**src/rtl/tlbf_pkg.sv**
```systemverilog
package tlbf_pkg;

  typedef enum logic [2:0] {
    FLT_NONE  = 3'd0,
    FLT_IMISS = 3'd1,
    FLT_DMISS = 3'd2,
    FLT_IERR  = 3'd3,
    FLT_DERR  = 3'd4
  } fault_e;

  typedef enum logic [1:0] {
    ACC_LOAD   = 2'd0,
    ACC_STORE  = 2'd1,
    ACC_CMO_RD = 2'd2,
    ACC_CMO_WR = 2'd3
  } dacc_e;

  // Packed from MSB down: bit 0 is segOk, bit 5 is changed.
  typedef struct packed {
    logic changed;
    logic guarded;
    logic writeOk;
    logic userOk;
    logic pageOk;
    logic segOk;
  } attr_t;

  localparam int ATTR_W      = 6;
  localparam int SYN_W       = 4;
  localparam int SYN_INVALID = 0;
  localparam int SYN_PROT    = 1;
  localparam int SYN_GUARD   = 2;
  localparam int SYN_CHANGE  = 3;

  typedef struct packed {
    logic wrInstr;
    logic wrData;
    logic dWriteLike;
  } tlbf_strobe_t;

endpackage

```
**src/rtl/tlbf_port.sv**
```systemverilog
module tlbf_port import tlbf_pkg::*; #(
  parameter int EA_W = 32,
  parameter int PAGE_BITS = 12,
  parameter int ENTRIES = 8,
  parameter bit IS_DATA = 1'b0,
  localparam int VPN_W = EA_W - PAGE_BITS,
  localparam int IDX_W = (ENTRIES > 1) ? $clog2(ENTRIES) : 1
) (
  input  logic             clk,
  input  logic             rstN,
  input  logic             wrEn,
  input  logic [IDX_W-1:0] wrIdx,
  input  logic [VPN_W-1:0] wrVpn,
  input  logic [VPN_W-1:0] wrPpn,
  input  attr_t            wrAttr,
  input  logic             reqValid,
  input  logic [EA_W-1:0]  reqEa,
  input  logic             xlateOn,
  input  logic             userMode,
  input  logic             writeLike,
  output logic             rspValid,
  output logic [EA_W-1:0]  rspPa,
  output fault_e           rspFault,
  output logic [SYN_W-1:0] rspSyn
);

  localparam fault_e MISS_CODE = IS_DATA ? FLT_DMISS : FLT_IMISS;
  localparam fault_e ERR_CODE  = IS_DATA ? FLT_DERR  : FLT_IERR;

  logic [ENTRIES-1:0] present;
  logic [ENTRIES-1:0] matchVec;
  logic [VPN_W-1:0]   vpnArr [ENTRIES];
  logic [VPN_W-1:0]   ppnArr [ENTRIES];
  attr_t              attrArr [ENTRIES];

  logic [VPN_W-1:0]   reqVpn;
  logic [IDX_W-1:0]   selIdx;
  attr_t              selAttr;
  logic [VPN_W-1:0]   selPpn;

  fault_e             nxtFault;
  logic [SYN_W-1:0]   nxtSyn;
  logic [EA_W-1:0]    nxtPa;

  assign reqVpn = reqEa[EA_W-1:PAGE_BITS];

  always_ff @(posedge clk or negedge rstN) begin
    if (!rstN)     present <= '0;
    else if (wrEn) present[wrIdx] <= 1'b1;
  end

  always_ff @(posedge clk) begin
    if (wrEn) begin
      vpnArr[wrIdx]  <= wrVpn;
      ppnArr[wrIdx]  <= wrPpn;
      attrArr[wrIdx] <= wrAttr;
    end
  end

  for (genvar i = 0; i < ENTRIES; i++) begin : g_cmp
    assign matchVec[i] = present[i] && (vpnArr[i] == reqVpn);
  end

  // Lowest matching slot wins if software loaded duplicates.
  always_comb begin
    selIdx = '0;
    for (int i = ENTRIES - 1; i >= 0; i--) begin
      if (matchVec[i]) selIdx = IDX_W'(i);
    end
  end

  assign selAttr = attrArr[selIdx];
  assign selPpn  = ppnArr[selIdx];

  always_comb begin
    nxtFault = FLT_NONE;
    nxtSyn   = '0;
    nxtPa    = '0;
    if (!reqValid) begin
      nxtFault = FLT_NONE;
    end else if (!xlateOn) begin
      nxtPa = reqEa;
    end else if (matchVec == '0) begin
      nxtFault = MISS_CODE;
    end else if (!selAttr.segOk || !selAttr.pageOk) begin
      nxtFault = ERR_CODE;
      nxtSyn[SYN_INVALID] = 1'b1;
    end else if ((userMode && !selAttr.userOk) || (writeLike && !selAttr.writeOk)) begin
      nxtFault = ERR_CODE;
      nxtSyn[SYN_PROT] = 1'b1;
    end else if (!IS_DATA && selAttr.guarded) begin
      nxtFault = ERR_CODE;
      nxtSyn[SYN_GUARD] = 1'b1;
    end else if (IS_DATA && writeLike && !selAttr.changed) begin
      nxtFault = ERR_CODE;
      nxtSyn[SYN_CHANGE] = 1'b1;
    end else begin
      nxtPa = {selPpn, reqEa[PAGE_BITS-1:0]};
    end
  end

  always_ff @(posedge clk or negedge rstN) begin
    if (!rstN) begin
      rspValid <= 1'b0;
      rspPa    <= '0;
      rspFault <= FLT_NONE;
      rspSyn   <= '0;
    end else begin
      rspValid <= reqValid;
      rspPa    <= nxtPa;
      rspFault <= nxtFault;
      rspSyn   <= nxtSyn;
    end
  end

endmodule

```
**src/rtl/tlbf_control.sv**
```systemverilog
module tlbf_control import tlbf_pkg::*; #(
  parameter int ENTRIES = 8,
  localparam int IDX_W = (ENTRIES > 1) ? $clog2(ENTRIES) : 1
) (
  input  logic             clk,
  input  logic             rstN,
  input  logic             rldValid,
  input  logic             rldSide,
  input  logic [1:0]       dataType,
  output tlbf_strobe_t     strobe,
  output logic [IDX_W-1:0] iSlot,
  output logic [IDX_W-1:0] dSlot
);

  localparam logic [IDX_W-1:0] LAST_SLOT = IDX_W'(ENTRIES - 1);

  function automatic logic [IDX_W-1:0] nextSlot(input logic [IDX_W-1:0] cur);
    return (cur == LAST_SLOT) ? '0 : cur + 1'b1;
  endfunction

  dacc_e accType;
  assign accType = dacc_e'(dataType);

  always_comb begin
    strobe.wrInstr    = rldValid && !rldSide;
    strobe.wrData     = rldValid && rldSide;
    strobe.dWriteLike = (accType == ACC_STORE) || (accType == ACC_CMO_WR);
  end

  always_ff @(posedge clk or negedge rstN) begin
    if (!rstN) begin
      iSlot <= '0;
      dSlot <= '0;
    end else begin
      if (strobe.wrInstr) iSlot <= nextSlot(iSlot);
      if (strobe.wrData)  dSlot <= nextSlot(dSlot);
    end
  end

endmodule

```
**src/rtl/tlbf_datapath.sv**
```systemverilog
module tlbf_datapath import tlbf_pkg::*; #(
  parameter int EA_W = 32,
  parameter int PAGE_BITS = 12,
  parameter int ENTRIES = 8,
  localparam int VPN_W = EA_W - PAGE_BITS,
  localparam int IDX_W = (ENTRIES > 1) ? $clog2(ENTRIES) : 1
) (
  input  logic              clk,
  input  logic              rstN,
  input  tlbf_strobe_t      strobe,
  input  logic [IDX_W-1:0]  iSlot,
  input  logic [IDX_W-1:0]  dSlot,
  input  logic [VPN_W-1:0]  rldVpn,
  input  logic [VPN_W-1:0]  rldPpn,
  input  logic [ATTR_W-1:0] rldAttr,
  input  logic              fetchValid,
  input  logic [EA_W-1:0]   fetchEa,
  input  logic              fetchXlateOn,
  input  logic              fetchUser,
  input  logic              dataValid,
  input  logic [EA_W-1:0]   dataEa,
  input  logic              dataXlateOn,
  input  logic              dataUser,
  output logic              fetchRspValid,
  output logic [EA_W-1:0]   fetchPa,
  output fault_e            fetchFault,
  output logic [SYN_W-1:0]  fetchSyndrome,
  output logic              dataRspValid,
  output logic [EA_W-1:0]   dataPa,
  output fault_e            dataFault,
  output logic [SYN_W-1:0]  dataSyndrome
);

  attr_t newAttr;
  assign newAttr = attr_t'(rldAttr);

  tlbf_port #(.EA_W(EA_W), .PAGE_BITS(PAGE_BITS), .ENTRIES(ENTRIES), .IS_DATA(1'b0)) u_fetchTlb (
    .clk(clk), .rstN(rstN),
    .wrEn(strobe.wrInstr), .wrIdx(iSlot), .wrVpn(rldVpn), .wrPpn(rldPpn), .wrAttr(newAttr),
    .reqValid(fetchValid), .reqEa(fetchEa), .xlateOn(fetchXlateOn),
    .userMode(fetchUser), .writeLike(1'b0),
    .rspValid(fetchRspValid), .rspPa(fetchPa), .rspFault(fetchFault), .rspSyn(fetchSyndrome)
  );

  tlbf_port #(.EA_W(EA_W), .PAGE_BITS(PAGE_BITS), .ENTRIES(ENTRIES), .IS_DATA(1'b1)) u_dataTlb (
    .clk(clk), .rstN(rstN),
    .wrEn(strobe.wrData), .wrIdx(dSlot), .wrVpn(rldVpn), .wrPpn(rldPpn), .wrAttr(newAttr),
    .reqValid(dataValid), .reqEa(dataEa), .xlateOn(dataXlateOn),
    .userMode(dataUser), .writeLike(strobe.dWriteLike),
    .rspValid(dataRspValid), .rspPa(dataPa), .rspFault(dataFault), .rspSyn(dataSyndrome)
  );

endmodule

```
**src/rtl/tlb_fault_unit.sv**
```systemverilog
module tlb_fault_unit import tlbf_pkg::*; #(
  parameter int EA_W = 32,
  parameter int PAGE_BITS = 12,
  parameter int ENTRIES = 8,
  localparam int VPN_W = EA_W - PAGE_BITS,
  localparam int IDX_W = (ENTRIES > 1) ? $clog2(ENTRIES) : 1
) (
  input  logic             clk,
  input  logic             rstN,
  input  logic             fetchValid,
  input  logic [EA_W-1:0]  fetchEa,
  input  logic             fetchXlateOn,
  input  logic             fetchUser,
  input  logic             dataValid,
  input  logic [EA_W-1:0]  dataEa,
  input  logic [1:0]       dataType,
  input  logic             dataXlateOn,
  input  logic             dataUser,
  input  logic             rldValid,
  input  logic             rldSide,
  input  logic [VPN_W-1:0] rldVpn,
  input  logic [VPN_W-1:0] rldPpn,
  input  logic [5:0]       rldAttr,
  output logic             fetchRspValid,
  output logic [EA_W-1:0]  fetchPa,
  output logic [2:0]       fetchFault,
  output logic [3:0]       fetchSyndrome,
  output logic             dataRspValid,
  output logic [EA_W-1:0]  dataPa,
  output logic [2:0]       dataFault,
  output logic [3:0]       dataSyndrome
);

  tlbf_strobe_t     strobe;
  logic [IDX_W-1:0] iSlot;
  logic [IDX_W-1:0] dSlot;
  fault_e           fetchFaultE;
  fault_e           dataFaultE;

  tlbf_control #(.ENTRIES(ENTRIES)) u_ctrl (
    .clk(clk), .rstN(rstN), .rldValid(rldValid), .rldSide(rldSide),
    .dataType(dataType), .strobe(strobe), .iSlot(iSlot), .dSlot(dSlot)
  );

  tlbf_datapath #(.EA_W(EA_W), .PAGE_BITS(PAGE_BITS), .ENTRIES(ENTRIES)) u_dp (
    .clk(clk), .rstN(rstN), .strobe(strobe), .iSlot(iSlot), .dSlot(dSlot),
    .rldVpn(rldVpn), .rldPpn(rldPpn), .rldAttr(rldAttr),
    .fetchValid(fetchValid), .fetchEa(fetchEa), .fetchXlateOn(fetchXlateOn), .fetchUser(fetchUser),
    .dataValid(dataValid), .dataEa(dataEa), .dataXlateOn(dataXlateOn), .dataUser(dataUser),
    .fetchRspValid(fetchRspValid), .fetchPa(fetchPa), .fetchFault(fetchFaultE), .fetchSyndrome(fetchSyndrome),
    .dataRspValid(dataRspValid), .dataPa(dataPa), .dataFault(dataFaultE), .dataSyndrome(dataSyndrome)
  );

  assign fetchFault = fetchFaultE;
  assign dataFault  = dataFaultE;

endmodule

```
**config.mk**
```make
export PLATFORM = sky130hd
export DESIGN_NAME = tlb_fault_unit
export DESIGN_NICKNAME = d
export VERILOG_FILES = /design/src/rtl/tlbf_pkg.sv /design/src/rtl/tlbf_port.sv /design/src/rtl/tlbf_control.sv /design/src/rtl/tlbf_datapath.sv /design/src/rtl/tlb_fault_unit.sv
export SDC_FILE = /design/constraint.sdc
export NUM_CORES = 1
export LEC_CHECK = 0
export ABC_AREA = 1
export BUFFER_PORTS_ARGS = -buffer_cell sky130_fd_sc_hd__buf_2
export CAP_MARGIN = 30
export CORE_UTILIZATION = 59
export DETAILED_ROUTE_END_ITERATION = 10
export GPL_TIMING_DRIVEN = 1
export PLACE_DENSITY = 0.85
export SLEW_MARGIN = 10
export SYNTH_ARGS = -nofsm -noshare
export SYNTH_HDL_FRONTEND = slang
export SYNTH_HIERARCHICAL = 1
export SYNTH_SLANG_ARGS = --single-unit
```
**constraint.sdc**
```tcl
create_clock -name clk -period 3.2 [get_ports clk]
set_input_delay 0.48 -clock clk [delete_from_list [all_inputs] [get_ports clk]]
set_output_delay 0.48 -clock clk [all_outputs]
set_load 0.02 [all_outputs]
```
======== Yosys cells after proc, flatten, opt, wreduce, memory -nomap -nowiden ========
Memory sizes are Yosys's and may differ from the RTL's.
Cells that the tools add are included.
Widths: inputs -> output; s select.
cells by class
  $add $sub $neg .......................... 2
  multipliers ............................. 0
  divide/modulo/power cells ............... 0
  magnitude comparators ................... 4
  eq/ne operators ......................... 20
  shifts and indexed selects .............. 0
  multiplexer cells ....................... 70
  bitwise logic cells ..................... 2
  reduce and logical (&&, ||, !) cells .... 39
operators with widths
  operator             number
  $mux 32              12
  $eq 20x20->1         16
  $mux 3               27
  $logic_and 1x1->1    24
  $mux 2               10
  $mux 1               19
  $logic_not 8->1      2
  $or 8x8->8           2
  $logic_not 1->1      9
  $lt 3x4->1 const B   2
  $add 3x1->3 const B  2
  $demux 1 s3          2
  $eq 3x3->1 const B   2
  $ge 3x1->1 const B   2
  $logic_or 1x1->1     4
  $eq 2x1->1 const B   1
  $eq 2x2->1 const B   1
storage, ports and cells
  register bits ........................... 100
  latch bits .............................. 0
  bits in writable memories ............... 736
  memory bits (read-only) ................. 0
  input port bits ......................... 122
  output and inout port bits .............. 80
  word-level logic and storage cells ...... 155
  memories kept ........................... 6
memories
  name                     depth  bits a word  rd ports  clocked after memory_dff  wr ports  line             text
  u_dp.u_dataTlb.ppnArr    8      20           1         0                         1         tlbf_port.sv:33  logic [VPN_W-1:0] ppnArr [ENTRIES];
  u_dp.u_dataTlb.vpnArr    8      20           8         0                         1         tlbf_port.sv:32  logic [VPN_W-1:0] vpnArr [ENTRIES];
  u_dp.u_fetchTlb.ppnArr   8      20           1         0                         1         tlbf_port.sv:33
  u_dp.u_fetchTlb.vpnArr   8      20           8         0                         1         tlbf_port.sv:32
  u_dp.u_dataTlb.attrArr   8      6            1         0                         1         tlbf_port.sv:34  attr_t attrArr [ENTRIES];
  u_dp.u_fetchTlb.attrArr  8      6            1         0                         1         tlbf_port.sv:34

======== Logic depth before layout (Yosys ltp) ========
An unclocked memory read counts as a cell.
  depth in word-level cells ............... 20
  gate-level depth with buffers ........... 28
  mapped depth without buffers ............ 26

======== Hierarchy ========
Netlist, hierarchy kept.
by module, submodules not included
  module                        instances  cells an instance  area each (um2)  sequential area each (um2)
  tlbf_port at u_dp.u_fetchTlb  1          1822               18769.3          11961.5
  tlbf_port at u_dp.u_dataTlb   1          1811               18461.5          11961.5
  tlbf_control                  1          39                 319.1            150.1
  tlbf_datapath                 1          1                  3.8              0.0

======== Worst setup path before layout ========
OpenSTA, ideal clock, no wires.
  path kind ............................... input to register
  start ................................... in rldValid
  end ..................................... mem u_dp/u_fetchTlb/attrArr[4][0] (netlist name) (enable)
  library setup time ...................... 0.448 ns
  arrival ................................. 2.697 ns
  data required time ...................... 2.752 ns
  path slack .............................. 0.055 ns
  stages .................................. 4
  path buffers ............................ 0
  cell sequence ........................... inv_1 nor2_4 nand2_1 nor2_1
RTL lines
  item                line                  text
  start: declaration  tlb_fault_unit.sv:19  input logic rldValid,
  end: declaration    tlbf_port.sv:34

==> flow_metrics.py <==
metrics = {
    "worst_setup_path": {
        "critPathTopFamily": "simple AND/OR/NAND/NOR gates",
        "crit_required_ns": 3.74,
        "r2r_slack_ns": 0.11,
        "cp_common_cell": "nand2_1",
        "cp_num_cells": 22,
        "cp_slowest_cell": "edfxtp_1",
        "worstSetupPathType": "flip-flop to flip-flop",
        "critPathMaxFanout": 17,
        "worst_path_largest_cell_delay_ns": 0.38,
        "cp_cell_sequence": "xnor2_1, buf_4, nand3_1, nor2_1, nand3_2, buf_4, nand2_1, nand2_1, nand2_1, nand2_1, nand2_2, nand2_8, nand2_8, nand2_1, nand3_1, nand3_1, nand2_2, nand2_2, nor2_4, buf_12, nand3_1, a21oi_1",
        "crit_arrival_ns": 3.63,
        "r2r-start": "u_dp/u_fetchTlb/vpnArr[6][2]",
        "critPathBufInv": 3,
        "startpoint": "u_dp/u_fetchTlb/vpnArr[6][2]",
        "critPathCaptureType": "flip-flop",
        "start_kind": "flip-flop",
        "cp-endpoint": "u_dp/u_fetchTlb/rspPa[19]",
        "timing.rr.end": "u_dp/u_fetchTlb/rspPa[19]",
        "r2r_cells": 22,
    },
    "yosys": {
        "ys_seq_area_share_pct": 64.1,
        "synth.most_common_cell": "nand2_1",
        "yosys-top-cells-area": "edfxtp_1 58%, nand2_1 8.3%, dfrtp_1 6.5%",
        "yosysTopAreaCell": "edfxtp_1",
        "netlist_area_um2": 37600,
        "synth-main-ff-cell": "edfxtp_1",
        "synth_cells": 3673,
        "async_flop_share_pct": 12.0,
        "synth_top_area_share_pct": 57.6,
        "avgSynthCellArea_um2": 10.2,
        "ys_seq_elements": 818,
        "yosys-top-cells-count": "833 x nand2_1, 720 x edfxtp_1, 414 x nand3_1",
        "synth_cell_types": 51,
        "ys_warn_count": 6,
        "synth_edf_count": 720,
    },
    "cells_and_area": {
        "area_delta_synth_final_pct": 19.4,
        "fin_util_pct": 71.2,
        "finalInstanceArea_um2": 44800,
        "nNetsFinal": 4283,
        "drive_gt1_share_pct": 20.3,
    },
    "timing": {
        "finalHoldViolations": 0,
        "worst_clock_skew_ns": 0.0316,
        "max_freq_ghz": 0.324,
        "finalMaxSlewViolations": 0,
        "tightest_slew_ns": 0.794,
        "slew_headroom_pct": 47.0,
        "finalSetupViolCount": 0,
        "min_period_over_period_pct": 96.6,
        "period_needed_ns": 3.09,
    },
    "clock_tree": {
        "htree_levels": 3,
        "path_clk_slew_ns": 0.06,
        "clock_latency_ns": 0.65,
        "cts.path.max_buffers": 3,
        "clock_sinks": 818,
        "cts_tree": "built",
        "root_buffer": "clkbuf_16",
        "cts_buffers": 85,
    },
    "outcome": {
        "status": "finished, final reports clean",
    },
    "global_routing": {
        "grt_pass1_wl_um": 169000,
        "grt-ovfl-total": 0,
        "grt_max_degree": 56,
        "grt_pass1_vias": 28800,
        "groute.usage.overall_pct": 35.6,
        "antenna_found_initial": 6,
    },
    "power_and_ir_drop": {
        "vdd.ir_drop.worst_mv": 0.437,
        "p_per_area_nw_per_um2": 555,
        "p_leak_uw": 0.0188,
    },
    "die": {
        "fp.dieArea_um2": 64700,
        "core_area_um2": 63000,
        "die_w_um": 254,
        "num_rows": 92,
        "start_util_pct": 59.6,
        "pin_count": 202,
        "die_h_um": 254,
    },
    "route": {
        "vias": 30000,
        "drtAntennaViolNets": 0,
        "first_pass_iters": 7,
        "vias_per_cell": 5.91,
        "drt-total-wl_um": 115000,
        "drcViolationCount": 0,
        "routedWlPerCell_um": 22.7,
        "drtIter0Drc": 4132,
    },
    "placed_design": {
        "io_buffers": 196,
        "placed_area_um2": 41900,
        "dp_hpwl_um": 76900,
        "gp_congestion": 1.00,
    },
    "run": {
        "drv_cap": 0,
    },
    "hold_path": {
        "hold_path_depth": 3,
        "hold_class": "primary input to flip-flop",
    },
}
[through the flow]
stage	std cells	total power, uW	worst slack (ns)	hold WS (ns)	TNS (ns)
floorplan	3675	14100	0.0549	0.184	0
global placement	4906	15300	-0.156	0.476	-4.20
detailed placement	4906	15400	-0.204	0.480	-8.19
CTS	5066	24900	0.105	0.0171	0
global route	5073	25600	-0.0234	0.0397	-0.0273
finish	5075	24900	0.109	0.0406	0
[layout by cell type (no fill, tap or decap), types with 13 or more instances in the layout]
cell	count
xnor2_1	47
nor2_1	327
nand2_1	831
buf_12	52
nand3_1	410
clkbuf_16	87
nand3b_1	24
nor2_4	19
buf_2	195
or2_2	53
nand2_2	20
clkbuf_1	28
nand3_2	15
o21ai_1	27
dfrtp_1	98
nor3_1	55
inv_1	353
nor4_1	26
buf_4	294
nor2_2	25
o22ai_1	13
xor2_1	36
a21oi_1	155
edfxtp_1	720
inv_2	35
nand4_1	70
o21ai_0	91
[how the worst min path moves through the flow]
stage                                       to  slack, ns                        from
floorplan                      u_ctrl/dSlot[0]       0.18                        rstN
global placement    u_dp/u_fetchTlb/present[0]       0.48  u_dp/u_fetchTlb/present[0]
detailed placement  u_dp/u_fetchTlb/present[0]       0.48  u_dp/u_fetchTlb/present[0]
CTS                   u_dp/u_fetchTlb/rspPa[0]       0.02                  fetchEa[0]
global route          u_dp/u_fetchTlb/rspPa[1]       0.04                  fetchEa[1]
finish                u_dp/u_fetchTlb/rspPa[0]       0.04                  fetchEa[0]
[tightest hold or removal path: stages]
cell    delay, ns
buf_2        0.09
inv_1        0.04
nor2_1       0.04
[kinds of logic after synthesis]
group	synth area share (%)
simple gates	22.9
flops	64.1
buf+inv	6.63
compound gates	4.25
xor+xnor	1.96
fa+ha+maj	0.133
other cells	0.0300
[where the power goes]
part	internal, uW	switching, uW	total (uW)
combinational	866	1850	2720
clock	5460	4130	9590
sequential	12300	253	12600
total	18600	6230	24900
[state kept, by name (all words and copies together) (netlist names), 32 cells and up]
| signal | cells |
|---|---|
| u_dp/u_dataTlb/ppnArr | 160 |
| u_dp/u_dataTlb/vpnArr | 160 |
| u_dp/u_fetchTlb/ppnArr | 160 |
| u_dp/u_fetchTlb/vpnArr | 160 |
| u_dp/u_dataTlb/attrArr | 40 |
| u_dp/u_fetchTlb/attrArr | 40 |
| u_dp/u_dataTlb/rspPa | 32 |
| u_dp/u_fetchTlb/rspPa | 32 |
[repair_timing]
| item | 4_1_cts | 5_1_grt |
|---|---|---|
| endpoints found under the setup margin | 0 | 58 |
| endpoints found under the hold margin | 45 | 0 |
| resized for setup | 0 | 28 |
| buffers inserted | 0 | 4 |
| hold buffers | 3 | 0 |
[area by class of cell]
| type | count | area [um2] |
|---|---|---|
| antenna | 2 | 5.00 |
| clock buffer | 123 | 2390 |
| timing repair buffer | 545 | 4270 |
| sequential | 818 | 24100 |
| tap | 846 | 1060 |
| inverter | 391 | 1480 |
| clock inverter | 34 | 308 |
| fill | 4299 | 18100 |
| multi-input combinational | 2316 | 11300 |
[routing by layer]
layer  GRT usage, %  up-vias  wire, um  part of all wire (%)
met4           17.4       10      6000                   5.2
met2           58.8     2008     55000                    48
li1               -    13400         -                     -
met1           45.8    14200     41600                    36
met5              0        -        57                 0.049
met3           6.21      402     12600                    11
(Power assumes the default switching activity.)
